File: src/rtl/sfi_pkg.sv
package sfi_pkg;

    typedef enum logic [1:0] {
        RX_IDLE  = 2'd0,
        RX_START = 2'd1,
        RX_DATA  = 2'd2,
        RX_STOP  = 2'd3
    } rx_state_e;

endpackage

File: src/rtl/sfi_tx.sv
module sfi_tx #(
    parameter int DW  = 8,
    parameter int OVS = 16
) (
    input  logic          clk,
    input  logic          rst_n,
    input  logic          tick,
    input  logic          m9,
    input  logic          wr,
    input  logic [DW:0]   wdata,
    output logic          txd,
    output logic          tdre
);
    localparam int CW = $clog2(OVS);
    localparam int SW = DW + 3;
    localparam int BW = $clog2(SW + 1);

    typedef struct packed {
        logic [DW:0]    hold;
        logic           full;
        logic           busy;
        logic [SW-1:0]  sh;
        logic [BW-1:0]  left;
        logic [CW-1:0]  cnt;
    } tx_s;

    tx_s tx_d, tx_q;

    always_comb begin
        tx_d = tx_q;
        if (!tx_q.busy && tx_q.full) begin
            tx_d.sh   = {1'b1, (m9 ? tx_q.hold[DW] : 1'b1), tx_q.hold[DW-1:0], 1'b0};
            tx_d.left = m9 ? BW'(SW) : BW'(SW - 1);
            tx_d.cnt  = '0;
            tx_d.busy = 1'b1;
            tx_d.full = 1'b0;
        end else if (tx_q.busy && tick) begin
            if (tx_q.cnt == CW'(OVS - 1)) begin
                tx_d.cnt  = '0;
                tx_d.sh   = {1'b1, tx_q.sh[SW-1:1]};
                tx_d.left = tx_q.left - BW'(1);
                if (tx_q.left == BW'(1)) tx_d.busy = 1'b0;
            end else begin
                tx_d.cnt = tx_q.cnt + CW'(1);
            end
        end
        if (wr) begin
            tx_d.hold = wdata;
            tx_d.full = 1'b1;
        end
    end

    always_ff @(posedge clk or negedge rst_n) begin
        if (!rst_n) tx_q <= '0;
        else        tx_q <= tx_d;
    end

    assign txd  = tx_q.busy ? tx_q.sh[0] : 1'b1;
    assign tdre = ~tx_q.full;

    // holding register moves into an idle shifter on the next edge
    assert_hold_to_shift_R2: assert property (@(posedge clk) disable iff (!rst_n)
        (!tx_q.busy && tx_q.full && !wr) |=> (tx_q.busy && !tx_q.full));

    // the last bit put out before going idle is the stop bit
    assert_stop_high_R3: assert property (@(posedge clk) disable iff (!rst_n)
        $fell(tx_q.busy) |-> $past(txd));

endmodule

File: src/rtl/sfi_rx.sv
module sfi_rx
    import sfi_pkg::*;
#(
    parameter int DW  = 8,
    parameter int OVS = 16
) (
    input  logic          clk,
    input  logic          rst_n,
    input  logic          tick,
    input  logic          m9,
    input  logic          rxd,
    output logic          done,
    output logic          stop_ok,
    output logic [DW:0]   frame
);
    localparam int CW = $clog2(OVS);
    localparam int BW = $clog2(DW + 2);

    typedef struct packed {
        logic           s1;
        logic           s2;
        rx_state_e      st;
        logic [CW-1:0]  cnt;
        logic [BW-1:0]  idx;
        logic [DW:0]    sh;
        logic           done;
        logic           stop_ok;
        logic [DW:0]    data;
    } rx_s;

    rx_s rx_d, rx_q;

    always_comb begin
        rx_d      = rx_q;
        rx_d.s1   = rxd;
        rx_d.s2   = rx_q.s1;
        rx_d.done = 1'b0;
        if (tick) begin
            unique case (rx_q.st)
                RX_IDLE: begin
                    if (!rx_q.s2) begin
                        rx_d.st  = RX_START;
                        rx_d.cnt = '0;
                    end
                end
                RX_START: begin
                    if (rx_q.s2) begin
                        rx_d.st = RX_IDLE;
                    end else if (rx_q.cnt == CW'(OVS / 2 - 1)) begin
                        rx_d.st  = RX_DATA;
                        rx_d.cnt = '0;
                        rx_d.idx = '0;
                        rx_d.sh  = '0;
                    end else begin
                        rx_d.cnt = rx_q.cnt + CW'(1);
                    end
                end
                RX_DATA: begin
                    if (rx_q.cnt == CW'(OVS - 1)) begin
                        rx_d.cnt = '0;
                        rx_d.sh  = {rx_q.s2, rx_q.sh[DW:1]};
                        rx_d.idx = rx_q.idx + BW'(1);
                        if (rx_q.idx == (m9 ? BW'(DW) : BW'(DW - 1))) rx_d.st = RX_STOP;
                    end else begin
                        rx_d.cnt = rx_q.cnt + CW'(1);
                    end
                end
                RX_STOP: begin
                    if (rx_q.cnt == CW'(OVS - 1)) begin
                        rx_d.done    = 1'b1;
                        rx_d.stop_ok = rx_q.s2;
                        rx_d.data    = m9 ? rx_q.sh : {1'b0, rx_q.sh[DW:1]};
                        rx_d.st      = RX_IDLE;
                    end else begin
                        rx_d.cnt = rx_q.cnt + CW'(1);
                    end
                end
                default: rx_d.st = RX_IDLE;
            endcase
        end
    end

    always_ff @(posedge clk or negedge rst_n) begin
        if (!rst_n) begin
            rx_q    <= '0;
            rx_q.s1 <= 1'b1;
            rx_q.s2 <= 1'b1;
        end else begin
            rx_q <= rx_d;
        end
    end

    assign done    = rx_q.done;
    assign stop_ok = rx_q.stop_ok;
    assign frame   = rx_q.data;

    // a line that returns high before start confirmation drops back to idle
    assert_glitch_reject_R12: assert property (@(posedge clk) disable iff (!rst_n)
        (rx_q.st == RX_START && tick && rx_q.s2) |=> (rx_q.st == RX_IDLE));

    // a completed frame is reported for one cycle only
    assert_done_pulse_R5: assert property (@(posedge clk) disable iff (!rst_n)
        rx_q.done |=> !rx_q.done);

endmodule

File: src/rtl/sfi_uart.sv
module sfi_uart #(
    parameter int DW  = 8,
    parameter int OVS = 16
) (
    input  logic          clk,
    input  logic          rst_n,
    input  logic          baud_tick,
    input  logic          ctrl_wr,
    input  logic          ctrl_tie,
    input  logic          ctrl_rie,
    input  logic          ctrl_m9,
    input  logic          tx_wr,
    input  logic [DW:0]   tx_data,
    input  logic          stat_rd,
    input  logic          rx_rd,
    input  logic          rxd,
    output logic          txd,
    output logic          tdre,
    output logic          rdrf,
    output logic          orfe,
    output logic [DW:0]   rx_data,
    output logic          irq_tx,
    output logic          irq_rx
);
    typedef struct packed {
        logic           tie;
        logic           rie;
        logic           m9;
        logic           rdrf;
        logic           orfe;
        logic           arm;
        logic [DW:0]    rdr;
    } fl_s;

    fl_s fl_d, fl_q;

    logic          rx_done;
    logic          rx_ok;
    logic [DW:0]   rx_frame;
    logic          accept;

    sfi_tx #(.DW(DW), .OVS(OVS)) u_tx (
        .clk   (clk),
        .rst_n (rst_n),
        .tick  (baud_tick),
        .m9    (fl_q.m9),
        .wr    (tx_wr),
        .wdata (tx_data),
        .txd   (txd),
        .tdre  (tdre)
    );

    sfi_rx #(.DW(DW), .OVS(OVS)) u_rx (
        .clk     (clk),
        .rst_n   (rst_n),
        .tick    (baud_tick),
        .m9      (fl_q.m9),
        .rxd     (rxd),
        .done    (rx_done),
        .stop_ok (rx_ok),
        .frame   (rx_frame)
    );

    assign accept = !fl_q.m9 || rx_frame[DW];

    always_comb begin
        fl_d = fl_q;
        if (ctrl_wr) begin
            fl_d.tie = ctrl_tie;
            fl_d.rie = ctrl_rie;
            fl_d.m9  = ctrl_m9;
        end
        if (stat_rd && fl_q.orfe) fl_d.arm = 1'b1;
        if (rx_rd) begin
            fl_d.rdrf = 1'b0;
            if (fl_q.arm) fl_d.orfe = 1'b0;
            fl_d.arm = 1'b0;
        end
        if (rx_done) begin
            if (!rx_ok) begin
                fl_d.orfe = 1'b1;
            end else if (accept) begin
                if (fl_q.rdrf) begin
                    fl_d.orfe = 1'b1;
                end else begin
                    fl_d.rdrf = 1'b1;
                    fl_d.rdr  = rx_frame;
                end
            end
        end
    end

    always_ff @(posedge clk or negedge rst_n) begin
        if (!rst_n) fl_q <= '0;
        else        fl_q <= fl_d;
    end

    assign rdrf    = fl_q.rdrf;
    assign orfe    = fl_q.orfe;
    assign rx_data = fl_q.rdr;
    assign irq_tx  = tdre & fl_q.tie;
    assign irq_rx  = (fl_q.rdrf | fl_q.orfe) & fl_q.rie;

    // overrun keeps the older data and raises the error flag
    assert_overrun_keep_R7: assert property (@(posedge clk) disable iff (!rst_n)
        (rx_done && rx_ok && accept && fl_q.rdrf) |=> (fl_q.orfe && $stable(fl_q.rdr)));

    // bad stop bit always raises the error flag, ninth bit or not
    assert_frame_err_R9: assert property (@(posedge clk) disable iff (!rst_n)
        (rx_done && !rx_ok) |=> fl_q.orfe);

    // an address-gated frame with ninth bit 0 is ignored
    assert_ninth_gate_R8: assert property (@(posedge clk) disable iff (!rst_n)
        (rx_done && rx_ok && fl_q.m9 && !rx_frame[DW] && !rx_rd) |=>
        ($stable(fl_q.rdrf) && $stable(fl_q.rdr)));

    // error flag survives a data read that was not preceded by a status read
    assert_err_clear_R10: assert property (@(posedge clk) disable iff (!rst_n)
        (fl_q.orfe && rx_rd && !fl_q.arm) |=> fl_q.orfe);

endmodule

File: config.mk
export PLATFORM = sky130hd
export DESIGN_NAME = sfi_uart
export DESIGN_NICKNAME = d
export VERILOG_FILES = /design/src/rtl/sfi_pkg.sv /design/src/rtl/sfi_tx.sv /design/src/rtl/sfi_rx.sv /design/src/rtl/sfi_uart.sv
export SDC_FILE = /design/constraint.sdc
export NUM_CORES = 1
export LEC_CHECK = 0
export ABC_AREA = 1
export BUFFER_PORTS_ARGS = -buffer_cell sky130_fd_sc_hd__buf_2
export CAP_MARGIN = 25
export CORE_ASPECT_RATIO = 0.9
export CORE_MARGIN = 2
export CORE_UTILIZATION = 30
export CTS_BUF_LIST = sky130_fd_sc_hd__clkbuf_8
export DETAILED_ROUTE_END_ITERATION = 10
export GPL_ROUTABILITY_DRIVEN = 1
export PLACE_DENSITY = 0.53
export REMOVE_ABC_BUFFERS = 1
export SYNTH_ARGS = -nofsm -noshare
export SYNTH_HDL_FRONTEND = slang
export SYNTH_SLANG_ARGS = --single-unit
File: constraint.sdc
create_clock -name clk -period 3.9 [get_ports clk]
set_input_delay 0.78 -clock clk [delete_from_list [all_inputs] [get_ports clk]]
set_output_delay 0.78 -clock clk [all_outputs]
set_load 0.01 [all_outputs]
==> reports/metrics.cfg <==
[run_status]
status=finished clean

[power_and_ir_drop]
power.density_nw_per_um2=514
p_sw_uw=691
comb_power_share=0.218
intPower_mw=1.42
p_leak_nw=2.05
clockPowerShare=0.300
switching_share=0.327
seq_power_share=0.482
ir_drop_v=0.000195

[critical_path]
start_kind=flop
critPathMaxFanout=23
rrSetupSlack_ps=1340
reg2reg_from=u_tx.tx_q[19]$_DFFE_PN0P_
cp_data_arrival_time_ps=2830
crit_path_end_kind=flop
endpoint=u_tx.tx_q[8]$_DFFE_PN0P_
critPathLaunch=u_tx.tx_q[19]$_DFFE_PN0P_
cp.required_ps=4170
worstSetupPathType=flop to flop
r2r-end=u_tx.tx_q[8]$_DFFE_PN0P_
reg2regPathDepth=6

[timing]
setup_viol=0
timing.fmax_mhz=390
setup_tns_ps=0
tightest_slew_ps=735
finClkSkew_ps=9.17
hold_viol=0
setup_slack_ps=1340
rsz0062_at_grt=false
fin_crit_sh=0.657
maxSlewHeadroom=0.508
min_period_ps=2560
finalHoldWorstSlack_ps=250
finalMaxSlewViolations=0

[finish]
nets=468
syn_to_final_growth_pct=13.7
design_area_um2=4110
diodes=0
drive_gt1_frac=0.186
fillers=1269

[global_routing]
grt_pass1_vias=2512
grt_use_total=0.115
gr-total-overflow=0
grt_start_max_net_pins=78
antenna_found_initial=0
grt_pass1_wl_um=11700

[yosys]
synth_warnings=0
avgSynthCellArea_um2=8.71
ys_ff_latch=77
synth_ff_type=dfrtp_1
synth_cell_types=33
syn_inst=415
yosysSeqAreaShare=0.534
async_reset_ff_frac=1.00
synth_edf_count=0
syn_area_um2=3610

[die]
fp.dieW_um=120
start_util=0.304
io_pins=35
die_height_um=108
rows=38
die-area_um2=12900
coreArea_um2=11900

[clock_tree]
cts_setup_buffers=0
clkLatencyLatePin_ps=360
htree_num_levels=3
clock-sinks=77
numCtsBuffers=9
cts_hold_buf=0
path_clk_slew_ps=80
clockBufferDepth=2
cts-root-buf=clkbuf_8
cts.repair.resized=0
cts_tree=yes

[place]
placed_cell_area_um2=3870
port_buffers=34
hpwl_um=4710
globalplace.congestion=0.810
dp_slack_ps=1330

[run]
drv_cap=0

[routing]
drt_wl_total_um=6860
drt_iter0_markers=111
ant_nets=0
vias=2645
routedWlPerCell_um=11.3
routed_via_density=4.36
drt-pass1-iter-count=4
drc_errors=0

[hold_path]
min_path_type=primary input to asynchronous set/reset pin

==> metrics by stage <==
| stage | total power, mW | util | cells |
|---|---|---|---|
| after floorplan | 1.36 | - | 396 |
| after global routing | 2.27 | 0.346 | 607 |
| after CTS | 2.15 | 0.343 | 606 |
| after global placement | 1.49 | 0.326 | 591 |
| final | 2.11 | 0.346 | 607 |
| after detailed placement | 1.50 | 0.326 | 591 |
==> Yosys cell counts (2+ instances only) <==
cell,count,area share
buf_2,3,0.0042
inv_1,42,0.044
nor2_8,2,0.011
o21ai_2,9,0.022
buf_4,10,0.021
ha_1,5,0.017
nor3_1,3,0.0042
xnor2_1,2,0.0048
dfstp_2,2,0.015
dfrtp_1,75,0.52
nand3_1,18,0.025
nand2_1,118,0.12
nand2_2,5,0.0087
a21oi_1,3,0.0042
o211ai_1,9,0.019
nand4_1,3,0.0052
inv_2,2,0.0021
clkbuf_1,5,0.0052
nor2_4,3,0.0093
o21ai_0,48,0.066
nor2_1,32,0.033
or2_2,5,0.0087
==> cells in the final DEF (no fill, tap or decap), types with 5 or more instances in the layout <==
cell type and count:
buf_2 33, clkbuf_8 12, dfrtp_1 75, ha_1 5, inv_1 42, nand2_1 118, nand2_2 5, nand3_1 18
nor2_1 32, o211ai_1 9, o21ai_0 48, o21ai_2 9, or2_2 5
==> worst min-delay path by stage <==
stage,start,to,slack (ps),depth (start not counted)
global placement,u_rx.rx_d[30]$_DFF_PN1_,u_rx.rx_q[30]$_DFF_PN1_,350,0
floorplan,u_rx.rx_d[30]$_DFF_PN1_,u_rx.rx_q[30]$_DFF_PN1_,350,0
detailed placement,u_rx.rx_d[30]$_DFF_PN1_,u_rx.rx_q[30]$_DFF_PN1_,350,0
finish,rst_n,rx_data[0]$_DFFE_PN0P_,250,1
global route,rst_n,rx_data[0]$_DFFE_PN0P_,230,1
CTS,u_rx.rx_d[30]$_DFF_PN1_,u_rx.rx_q[30]$_DFF_PN1_,360,0
==> routing by layer <==
layer	track usage	up-vias	part of all wire
met5	0	-	0
met4	0.0479	0	0.020
met3	0.0380	9	0.032
met2	0.184	31	0.46
met1	0.142	1235	0.49
li1	-	1370	-
==> registers in the layout (all words and copies together) (netlist names), named ones only <==
register	cells
fl_q	4
orfe	1
rdrf	1
rx_data	9
u_rx.done	1
u_rx.frame	9
u_rx.rx_d	1
u_rx.rx_q	19
u_rx.stop_ok	1
u_tx.tx_q	30
==> layout make-up <==
type | count | area, um2 | share of cell area
clock buffers | 12 | 165 | 0.0402
clock inverters | 3 | 43.8 | 0.0107
inverters | 46 | 175 | 0.0426
multi-input cells | 273 | 1390 | 0.338
flip-flops and latches | 77 | 1930 | 0.469
well taps | 160 | 200 | 0.0487
repair buffers | 36 | 208 | 0.0505
==> cell families (layout without fill, tap and decap cells) <==
family | after synthesis | after routing | share of synthesized area
simple gates | 190 | 190 | 0.232
buf+inv | 65 | 97 | 0.0817
flops | 77 | 77 | 0.534
fa+ha+maj | 5 | 5 | 0.0173
xor+xnor | 3 | 3 | 0.00727
compound gates | 75 | 75 | 0.127
==> worst max-delay path: stages (launching register included) <==
cell	delay, ps
dfrtp_1	400
inv_1	70
nand2_1	510
inv_1	180
nor2_1	620
clkinv_1	440
o21ai_0	260
==> power by group through the flow <==
stage / combinational, mW / clock (mW) / sequential, mW
4_1_cts: 0.467 / 0.665 / 1.02
3_5_place_dp: 0.464 / 0 / 1.03
6_report: 0.460 / 0.634 / 1.02
5_1_grt: 0.541 / 0.693 / 1.04
2_1_floorplan: 0.354 / 0 / 1.01
3_3_place_gp: 0.454 / 0 / 1.03
No activity file was read; power rests on OpenSTA's default activity.
